**config.mk**
```make
export PLATFORM = sky130hd
export DESIGN_NAME = extmem_ahb_gate
export DESIGN_NICKNAME = d
export VERILOG_FILES = /design/src/rtl/extmem_gate_pkg.sv /design/src/rtl/xg_region_match.sv /design/src/rtl/xg_lane_map.sv /design/src/rtl/xg_endian_ctl.sv /design/src/rtl/extmem_ahb_gate.sv
export SDC_FILE = /design/constraint.sdc
export NUM_CORES = 1
export LEC_CHECK = 0
export ABC_CLOCK_PERIOD_IN_PS = 3450
export BUFFER_PORTS_ARGS = -buffer_cell sky130_fd_sc_hd__buf_2
export CAP_MARGIN = 0
export CORE_AREA = 2 2 136 138
export CTS_CLUSTER_SIZE = 14
export DETAILED_ROUTE_END_ITERATION = 10
export DIE_AREA = 0 0 138 140
export PLACE_DENSITY = 0.57
export SLEW_MARGIN = 0
export SYNTH_ARGS = -nofsm -noshare
export SYNTH_HDL_FRONTEND = slang
export SYNTH_SLANG_ARGS = --single-unit
```
**constraint.sdc**
```tcl
create_clock -name clk -period 3.45 [get_ports clk]
set_clock_uncertainty 0.1 [all_clocks]
set_input_delay 0.5175 -clock clk [delete_from_list [all_inputs] [get_ports clk]]
set_output_delay 0.5175 -clock clk [all_outputs]
set_load 0.05 [all_outputs]
```
**src/rtl/extmem_gate_pkg.sv**
```systemverilog
// Shared types for the external memory AHB access gate.
// Assumes AHB-Lite encodings for HTRANS and HSIZE.
package extmem_gate_pkg;

    typedef enum logic [2:0] {
        GS_IDLE = 3'd0,
        GS_PEND = 3'd1,
        GS_ERR1 = 3'd2,
        GS_ERR2 = 3'd3,
        GS_DONE = 3'd4
    } gate_state_t;

    localparam logic [2:0] SZ_WORD = 3'd2;

endpackage

```
**src/rtl/xg_region_match.sv**
```systemverilog
// Parallel base/mask comparator for write-protect windows.
// Assumes a set mask bit means "compare this address bit".
module xg_region_match #(
    parameter int ADDR_W = 32,
    parameter int NREG   = 2
) (
    input  logic [ADDR_W-1:0]      addr,
    input  logic [NREG*ADDR_W-1:0] base,
    input  logic [NREG*ADDR_W-1:0] mask,
    input  logic [NREG-1:0]        en,
    output logic                   hit
);
    logic [NREG-1:0] hit_vec;

    genvar g;
    generate
        for (g = 0; g < NREG; g++) begin : g_win
            // one window: enabled and masked address equals masked base
            assign hit_vec[g] = en[g] &&
                ((addr & mask[g*ADDR_W +: ADDR_W]) ==
                 (base[g*ADDR_W +: ADDR_W] & mask[g*ADDR_W +: ADDR_W]));
        end
    endgenerate

    assign hit = |hit_vec;
endmodule

```
**src/rtl/xg_lane_map.sv**
```systemverilog
// Byte strobe generation and endian lane mirroring for one word.
// Assumes a 32-bit data path (4 lanes, 2 low address bits).
module xg_lane_map #(
    parameter int DATA_W = 32
) (
    input  logic [1:0]          addr_lo,
    input  logic [1:0]          size,
    input  logic                big,
    input  logic [DATA_W-1:0]   wdata_in,
    input  logic [DATA_W-1:0]   rdata_in,
    output logic [DATA_W/8-1:0] strb,
    output logic [DATA_W-1:0]   wdata_out,
    output logic [DATA_W-1:0]   rdata_out
);
    localparam int LANES = DATA_W / 8;

    logic [LANES-1:0]  le_strb;
    logic [LANES-1:0]  rev_strb;
    logic [DATA_W-1:0] rev_w;
    logic [DATA_W-1:0] rev_r;
    logic              swap;

    // little-endian strobe from size and low address bits
    always_comb begin
        case (size)
            2'd0:    le_strb = LANES'(1) << addr_lo;
            2'd1:    le_strb = LANES'(3) << {addr_lo[1], 1'b0};
            default: le_strb = '1;
        endcase
    end

    genvar g;
    generate
        for (g = 0; g < LANES; g++) begin : g_lane
            assign rev_strb[g]       = le_strb[LANES-1-g];
            assign rev_w[8*g +: 8]   = wdata_in[8*(LANES-1-g) +: 8];
            assign rev_r[8*g +: 8]   = rdata_in[8*(LANES-1-g) +: 8];
        end
    endgenerate

    // mirror only sub-word accesses in big-endian mode
    always_comb begin
        swap      = big && (size != 2'd2);
        strb      = swap ? rev_strb : le_strb;
        wdata_out = swap ? rev_w : wdata_in;
        rdata_out = swap ? rev_r : rdata_in;
    end
endmodule

```
**src/rtl/xg_endian_ctl.sv**
```systemverilog
// Endian-mode register that only changes while the port is quiet.
// Assumes busy is high exactly while a downstream request is open.
module xg_endian_ctl (
    input  logic clk,
    input  logic rst_n,
    input  logic wr_en,
    input  logic wr_val,
    input  logic busy,
    output logic mode
);
    logic held;
    logic held_val;

    // apply, park or release the endian setting
    always_ff @(posedge clk) begin
        if (!rst_n) begin
            mode     <= 1'b0;
            held     <= 1'b0;
            held_val <= 1'b0;
        end else if (wr_en) begin
            if (busy) begin
                held     <= 1'b1;
                held_val <= wr_val;
            end else begin
                mode <= wr_val;
                held <= 1'b0;
            end
        end else if (held && !busy) begin
            mode <= held_val;
            held <= 1'b0;
        end
    end
endmodule

```
**src/rtl/extmem_ahb_gate.sv**
```systemverilog
// AHB-Lite slave front end that vets transfers for an external memory
// controller: oversize transfers and protected writes get a two-cycle
// ERROR, legal ones become one valid/ready request with endian-mapped
// lanes. Assumes hready is the bus-wide ready including this slave.
module extmem_ahb_gate
    import extmem_gate_pkg::*;
#(
    parameter int ADDR_W = 32,
    parameter int DATA_W = 32,
    parameter int NREG   = 2
) (
    input  logic                   clk,
    input  logic                   rst_n,
    input  logic                   hsel,
    input  logic [ADDR_W-1:0]      haddr,
    input  logic [1:0]             htrans,
    input  logic                   hwrite,
    input  logic [2:0]             hsize,
    input  logic [DATA_W-1:0]      hwdata,
    input  logic                   hready,
    output logic                   hreadyout,
    output logic                   hresp,
    output logic [DATA_W-1:0]      hrdata,
    input  logic                   cfg_endian_we,
    input  logic                   cfg_endian_val,
    output logic                   endian_mode,
    output logic                   busy,
    input  logic [NREG*ADDR_W-1:0] wp_base,
    input  logic [NREG*ADDR_W-1:0] wp_mask,
    input  logic [NREG-1:0]        wp_en,
    output logic                   req_valid,
    input  logic                   req_ready,
    output logic [ADDR_W-1:0]      req_addr,
    output logic [DATA_W/8-1:0]    req_strb,
    output logic [DATA_W-1:0]      req_wdata,
    output logic                   req_write,
    input  logic [DATA_W-1:0]      rsp_rdata
);
    gate_state_t       state;
    logic [ADDR_W-1:0] a_addr;
    logic [1:0]        a_size;
    logic              a_write;
    logic [DATA_W-1:0] rd_q;
    logic [DATA_W-1:0] rd_mapped;
    logic              slot_free;
    logic              accept;
    logic              prot_hit;
    logic              reject;

    xg_region_match #(.ADDR_W(ADDR_W), .NREG(NREG)) u_match (
        .addr (haddr),
        .base (wp_base),
        .mask (wp_mask),
        .en   (wp_en),
        .hit  (prot_hit)
    );

    xg_lane_map #(.DATA_W(DATA_W)) u_lanes (
        .addr_lo   (a_addr[1:0]),
        .size      (a_size),
        .big       (endian_mode),
        .wdata_in  (hwdata),
        .rdata_in  (rsp_rdata),
        .strb      (req_strb),
        .wdata_out (req_wdata),
        .rdata_out (rd_mapped)
    );

    xg_endian_ctl u_endian (
        .clk    (clk),
        .rst_n  (rst_n),
        .wr_en  (cfg_endian_we),
        .wr_val (cfg_endian_val),
        .busy   (busy),
        .mode   (endian_mode)
    );

    // address-phase decode: acceptance and legality
    always_comb begin
        slot_free = (state != GS_PEND) && (state != GS_ERR1);
        accept    = hsel && hready && htrans[1] && slot_free;
        reject    = (hsize > SZ_WORD) || (hwrite && prot_hit);
    end

    // transfer state sequencing
    always_ff @(posedge clk) begin
        if (!rst_n) begin
            state <= GS_IDLE;
        end else begin
            case (state)
                GS_PEND: if (req_ready) state <= GS_DONE;
                GS_ERR1: state <= GS_ERR2;
                default: begin
                    if (accept) state <= reject ? GS_ERR1 : GS_PEND;
                    else        state <= GS_IDLE;
                end
            endcase
        end
    end

    // capture the address phase of a legal transfer
    always_ff @(posedge clk) begin
        if (!rst_n) begin
            a_addr  <= '0;
            a_size  <= 2'd0;
            a_write <= 1'b0;
        end else if (accept && !reject) begin
            a_addr  <= haddr;
            a_size  <= hsize[1:0];
            a_write <= hwrite;
        end
    end

    // capture mapped read data at the downstream handshake
    always_ff @(posedge clk) begin
        if (!rst_n)                          rd_q <= '0;
        else if (state == GS_PEND && req_ready) rd_q <= rd_mapped;
    end

    // bus and request outputs
    always_comb begin
        hreadyout = slot_free;
        hresp     = (state == GS_ERR1) || (state == GS_ERR2);
        hrdata    = rd_q;
        req_valid = (state == GS_PEND);
        busy      = (state == GS_PEND);
        req_addr  = a_addr;
        req_write = a_write;
    end
endmodule

```
# Yosys cells after proc, flatten, opt, wreduce, memory -nomap -nowiden
# Index checks and enable logic that the tools add are counted.
[op_classes]
magnitude_cmp = 1
n_eq_ne = 11
shift = 2
mux = 14
n_bitwise = 4
n_reduce_logical = 20
[op_table]
columns = ["operator", "count"]
rows = [
  ["$and 32x32->32", 4],
  ["$eq 32x32->1", 2],
  ["$mux 32", 2],
  ["$logic_and 1x1->1", 11],
  ["$pmux 4 s2", 1],
  ["$eq 3x2->1 const B", 2],
  ["$mux 1", 6],
  ["$ne 2x2->1 const B", 3],
  ["$pmux 3 s2", 1],
  ["$mux 2", 2],
  ["$mux 4", 1],
  ["$reduce_and 2->1", 2],
  ["$shl 1x2->4 const A", 1],
  ["$shl 2x2->4 const A", 1],
  ["$eq 3x1->1 const B", 1],
  ["$gt 3x2->1 const B", 1],
  ["$mux 3", 1],
  ["$ne 3x1->1 const B", 1],
  ["$ne 3x2->1 const B", 1],
  ["$eq 2x1->1 const B", 1],
  ["$logic_not 1->1", 2],
  ["$logic_not 2->1", 1],
  ["$logic_or 1x1->1", 2],
  ["$reduce_bool 2->1", 1],
  ["$reduce_or 2->1", 1],
]
[word_totals]
ff_bits = 73
inputBits = 239
out_inout_bits = 106
elab_cells = 60

# Longest topological paths before layout
[logic_depth]
ltp_word = 9
ltp_mapped = 9
mapped_depth_nobuf = 7

# Hierarchy
# Synthesis repeated with hierarchy kept, for this count alone.
[unflattened]
cells_unflattened = 523
area_unflattened_um2 = 4774.6
[by_module_without_submodules]
columns = ["mod", "instances", "cells_each", "area_per_inst_um2", "seq_area_each_um2"]
rows = [
  ["extmem_ahb_gate", 1, 316, 2874.0, 1401.3],
  ["xg_region_match", 1, 106, 887.1, 0.0],
  ["xg_lane_map", 1, 87, 884.6, 0.0],
  ["xg_endian_ctl", 1, 14, 128.9, 60.1],
]

# Least setup slack after synthesis
# OpenSTA, ideal clock, no wires.
[synth_path]
path_type = "register to register"
from = "register state[0]"
to = "register a_size[1]"
arrival_ns = 2.723
required_time_ns = 3.278
path_slack_ns = 0.556
stages_incl_launch_ff = 9
path_buffers = 2
cell_sequence = "dfxtp_1 or3b_1 clkinv_1 nor2_1 and4_1 nor3b_2 buf_6 buf_12 mux2i_1"
[synth_between]
elab_chain_cells = 4
word_cells_on_any_way = 5
cone_classes = "2 x eq/ne; 3 x reduce/logical"
[synth_rtl]
columns = ["item", "line_no", "text"]
rows = [
  ["start: declaration", "extmem_ahb_gate.sv:39", "gate_state_t state;"],
  ["start signal: assignment", "extmem_ahb_gate.sv:94", "if (accept) state <= reject ? GS_ERR1 : GS_PEND;"],
  ["$ne 3x1->1 / $ne 3x2->1 (equally long branches)", "extmem_ahb_gate.sv:80", "slot_free = (state != GS_PEND) && (state != GS_ERR1);"],
  ["$logic_and 1x1->1 *", "extmem_ahb_gate.sv:80", ""],
  ["via hreadyout", "extmem_ahb_gate.sv:21", "output logic hreadyout,"],
  ["$logic_and 1x1->1 *", "extmem_ahb_gate.sv:81", "accept = hsel && hready && htrans[1] && slot_free;"],
  ["$logic_and 1x1->1 *", "extmem_ahb_gate.sv:107", "end else if (accept && !reject) begin"],
  ["end signal: assignment", "extmem_ahb_gate.sv:109", "a_size <= hsize[1:0];"],
  ["end: declaration", "extmem_ahb_gate.sv:41", "logic [1:0] a_size;"],
]
# Mark *: on every way through the listed nets, which the timed path passes. The rest lies on a longest branch.
# A chain may end at the register's enable or synchronous reset.

# Worst setup path in the final report
[layout_path]
from = "input port haddr[29]"
to = "register a_addr[18], in the netlist req_addr[18]"
[layout_between]
elab_chain_cells = 8
word_cells_on_any_way = 11
cone_classes = "2 x eq/ne; 2 x bitwise; 7 x reduce/logical"
[layout_rtl]
columns = ["item", "line_no", "text"]
rows = [
  ["start: declaration", "extmem_ahb_gate.sv:15", "input logic [ADDR_W-1:0] haddr,"],
  ["$and 32x32->32", "xg_region_match.sv:20", "((addr & mask[g*ADDR_W +: ADDR_W]) =="],
  ["$eq 32x32->1", "xg_region_match.sv:20", ""],
  ["$logic_and 1x1->1", "xg_region_match.sv:19", "assign hit_vec[g] = en[g] &&"],
  ["$reduce_or 2->1 *", "xg_region_match.sv:25", "assign hit = |hit_vec;"],
  ["$logic_and 1x1->1 *", "extmem_ahb_gate.sv:82", "reject = (hsize > SZ_WORD) || (hwrite && prot_hit);"],
  ["$logic_or 1x1->1 *", "extmem_ahb_gate.sv:82", ""],
  ["$logic_not 1->1 *", "extmem_ahb_gate.sv:107", ""],
  ["$logic_and 1x1->1 *", "extmem_ahb_gate.sv:107", ""],
  ["end signal: assignment", "extmem_ahb_gate.sv:108", "a_addr <= haddr;"],
  ["end: declaration", "extmem_ahb_gate.sv:40", "logic [ADDR_W-1:0] a_addr;"],
]
# Every way passes the cells marked *; elsewhere a longest branch is shown, timed or not.

==> results.yml <==
logic_synthesis:
  synth.net_count: 721
  seq_area_frac_synth: 0.323
  syn_inst: 482
  ys_types: 39
  ys_ff_latch: 73
  syn-mean-instance-area_um2: 9.38
  synth-warning-count: 0
  synth_area_um2: 4520
critical_path:
  worst-path-max-fanout: 13
  end_kind: "register"
  critical_path_class: "in -> reg"
  cp_data_arrival_time_ns: 2.96
  reg2reg_from: "state[0]"
  critical-path-slowest-cell: "nor3b_4"
  required_ns: 3.62
  crit_top_cell: "buf_4"
  reg2reg_slack_ns: 0.69
  startpoint_type: "input port"
  r2r-end: "req_addr[18]"
  cp_slowest_stage_delay_ns: 0.84
  crit_chain: "buf_2 -> xor2_1 -> a22o_1 -> a221oi_1 -> buf_4 -> nand4_1 -> o32ai_4 -> nor3b_4 -> buf_4 -> mux2i_1"
  r2r_cells: 7
cells_and_area:
  fin_cells: 1048
  utilization: 0.384
  diodes: 0
  final_cell_mix: "buf_2, nand2_1, dfxtp_1, mux2i_1, xor2_1"
  layout-drive-gt1-share: 0.496
  final_common_cell: "buf_2"
  nets: 1053
  fillers: 1877
  finalInstanceArea_um2: 6830
  area_delta_synth_final_pct: 51.1
clock_tree:
  postCtsSetupBuffers: 0
  cts_buffer_depth: 2
  root_buffer: "clkbuf_16"
  htreeDepth: 3
  cts-buffers-inserted: 9
  ctsHoldBuffers: 0
  cts_tree: "built"
  cts_resized: 0
  clock-sinks: 73
  clk_latency_ns: 0.34
  clk_pin_slew_ns: 0.07
routing:
  drt_iter0_drc: 170
  num_vias: 4784
  vias_per_cell: 4.56
  routed_wl_um: 17400
  dr.pass1.iters: 5
  drc: 0
  ant_nets: 0
  wl_per_cell_um: 16.6
timing:
  fmax_mhz: 359
  fin_crit_ns: 2.79
  finalSetupTns_ns: 0
  fin_ws_ns: 0.663
  rsz0062_at_grt: "false"
  period_share: 0.808
  worst_pin_slew_ns: 1.01
  maxSlewViolCount: 0
  hold_viol: 0
  setup_violations: 0
  relSlewSlack: 0.327
placement:
  dpl_cell_area_um2: 6490
  numPortBuffers: 343
  place_ws_ns: 0.268
  dp.cells: 1032
  finalWeightedCongestion: 0.894
  dpl.hpwl_um: 14300
global_route:
  grt_pass1_vias: 4732
  antenna_found_initial: 0
  grt_pass1_wl_um: 26300
  grt_usage: 0.174
  grt_max_degree: 65
  gr-total-overflow: 0
status:
  status: "complete, no violations"
power:
  peakVddDrop_mv: 0.217
  powerDensity_nw_per_um2: 406
  p_leak_nw: 3.82
die:
  dieHeight_um: 140
  io_pins: 345
  die_area_um2: 19300
  start_util: 0.254
  coreArea_um2: 17800
  die_w_um: 138
  std_cell_rows: 49
worst_hold_path:
  min_to: "a_size[1]"
  worst_hold_path_type: "in -> reg"
  min_path_cells: 3
  min-delay-start: "hsize[1]"
flow_run:
  max_cap_viol_count: 0
[synthesized netlist by cell type]
| cell | n | area share |
|---|---|---|
| buf_4 | 1 | 0.0017 |
| or3b_1 | 1 | 0.0019 |
| and3_1 | 1 | 0.0014 |
| xnor2_1 | 1 | 0.0019 |
| inv_1 | 3 | 0.0025 |
| a21oi_1 | 2 | 0.0022 |
| nor2_1 | 6 | 0.0050 |
| o32ai_4 | 1 | 0.0061 |
| clkbuf_1 | 23 | 0.019 |
| nand4_4 | 1 | 0.0047 |
| and4_1 | 1 | 0.0019 |
| o21ai_0 | 7 | 0.0077 |
| nand3_1 | 1 | 0.0011 |
| buf_12 | 3 | 0.013 |
| a222oi_1 | 2 | 0.0044 |
| nand2b_1 | 1 | 0.0014 |
| mux2_2 | 32 | 0.080 |
| a22o_1 | 7 | 0.014 |
| a21o_1 | 1 | 0.0017 |
| mux2i_1 | 67 | 0.15 |
| buf_1 | 2 | 0.0017 |
| and2_1 | 1 | 0.0014 |
| o31a_1 | 1 | 0.0019 |
| o211a_1 | 32 | 0.071 |
| nor2b_1 | 3 | 0.0042 |
| buf_2 | 1 | 0.0011 |
| dfxtp_1 | 73 | 0.32 |
| nor3b_2 | 1 | 0.0028 |
| a21boi_0 | 1 | 0.0017 |
| o221a_2 | 1 | 0.0025 |
| nor3b_1 | 1 | 0.0017 |
| a22oi_1 | 14 | 0.023 |
| or4_4 | 1 | 0.0025 |
| a221oi_1 | 7 | 0.014 |
| xor2_1 | 66 | 0.13 |
| nand4_1 | 6 | 0.0083 |
| nand2_1 | 107 | 0.089 |
| clkinv_1 | 1 | 0.00083 |
| buf_6 | 1 | 0.0025 |
[flip-flops by register name, indices dropped and copies added (netlist names)]
| register | count |
|---|---|
| req_write | 1 |
| u_endian.mode | 1 |
| state | 3 |
| u_endian.held_val | 1 |
| u_endian.held | 1 |
| a_size | 2 |
| hrdata | 32 |
| req_addr | 32 |
[report_power, final]
group,internal (mW),total [mW],switching [mW]
clock network,0.711,1.11,0.397
logic,0.297,0.789,0.492
registers,0.866,0.879,0.0132
total,1.87,2.78,0.902
[through the flow]
stage,power (mW),hold WS [ns]
after global routing,2.91,0.328
after detailed placement,1.69,0.346
after global placement,1.69,0.341
after floorplan,1.39,0.335
after CTS,2.82,0.311
final,2.78,0.331
[worst max-delay path, delay by kind of cell]
family	cells	cell delay, ns
AND/OR/NAND/NOR	2	0.97
buffers and inverters	3	0.54
XOR/XNOR	1	0.35
multiplexers	1	0.19
AO/OA/AOI/OAI	3	0.37
[how the worst max path moves through the flow]
stage / start / end
global route: state[0] / req_addr[14]
finish: haddr[29] / req_addr[18]
CTS: haddr[29] / req_addr[18]
detailed placement: haddr[29] / req_addr[18]
global placement: haddr[29] / req_addr[19]
floorplan: state[0] / a_size[1]
[routing by layer]
metal,routed length (um),vias up,global-route usage
met3,1270,15,0.0485
met2,8630,192,0.306
met4,178,0,0.0451
met1,7330,2202,0.209
met5,0,-,0
li1,-,2375,-
[area by class of cell]
cell class,instances,area [um2],share of cell area
Multi-Input combinational cell,374,2890,0.423
Clock inverter,6,115,0.0169
Timing Repair Buffer,352,1840,0.269
Tap cell,229,287,0.0419
Clock buffer,10,229,0.0335
Inverter,4,15.0,0.00220
Sequential cell,73,1460,0.214
[kinds of logic (layout without fill, tap and decap cells)]
kind of cell / Yosys count / count (layout) / share of synthesized area
AOI/OAI and AO/OA: 76 / 76 / 0.149
xor gates and xnor gates: 67 / 67 / 0.130
buffers and inverters: 35 / 372 / 0.0426
DFF: 73 / 73 / 0.323
muxes: 99 / 99 / 0.228
and+or+nand+nor: 132 / 132 / 0.127
(Power assumes the default switching activity.)
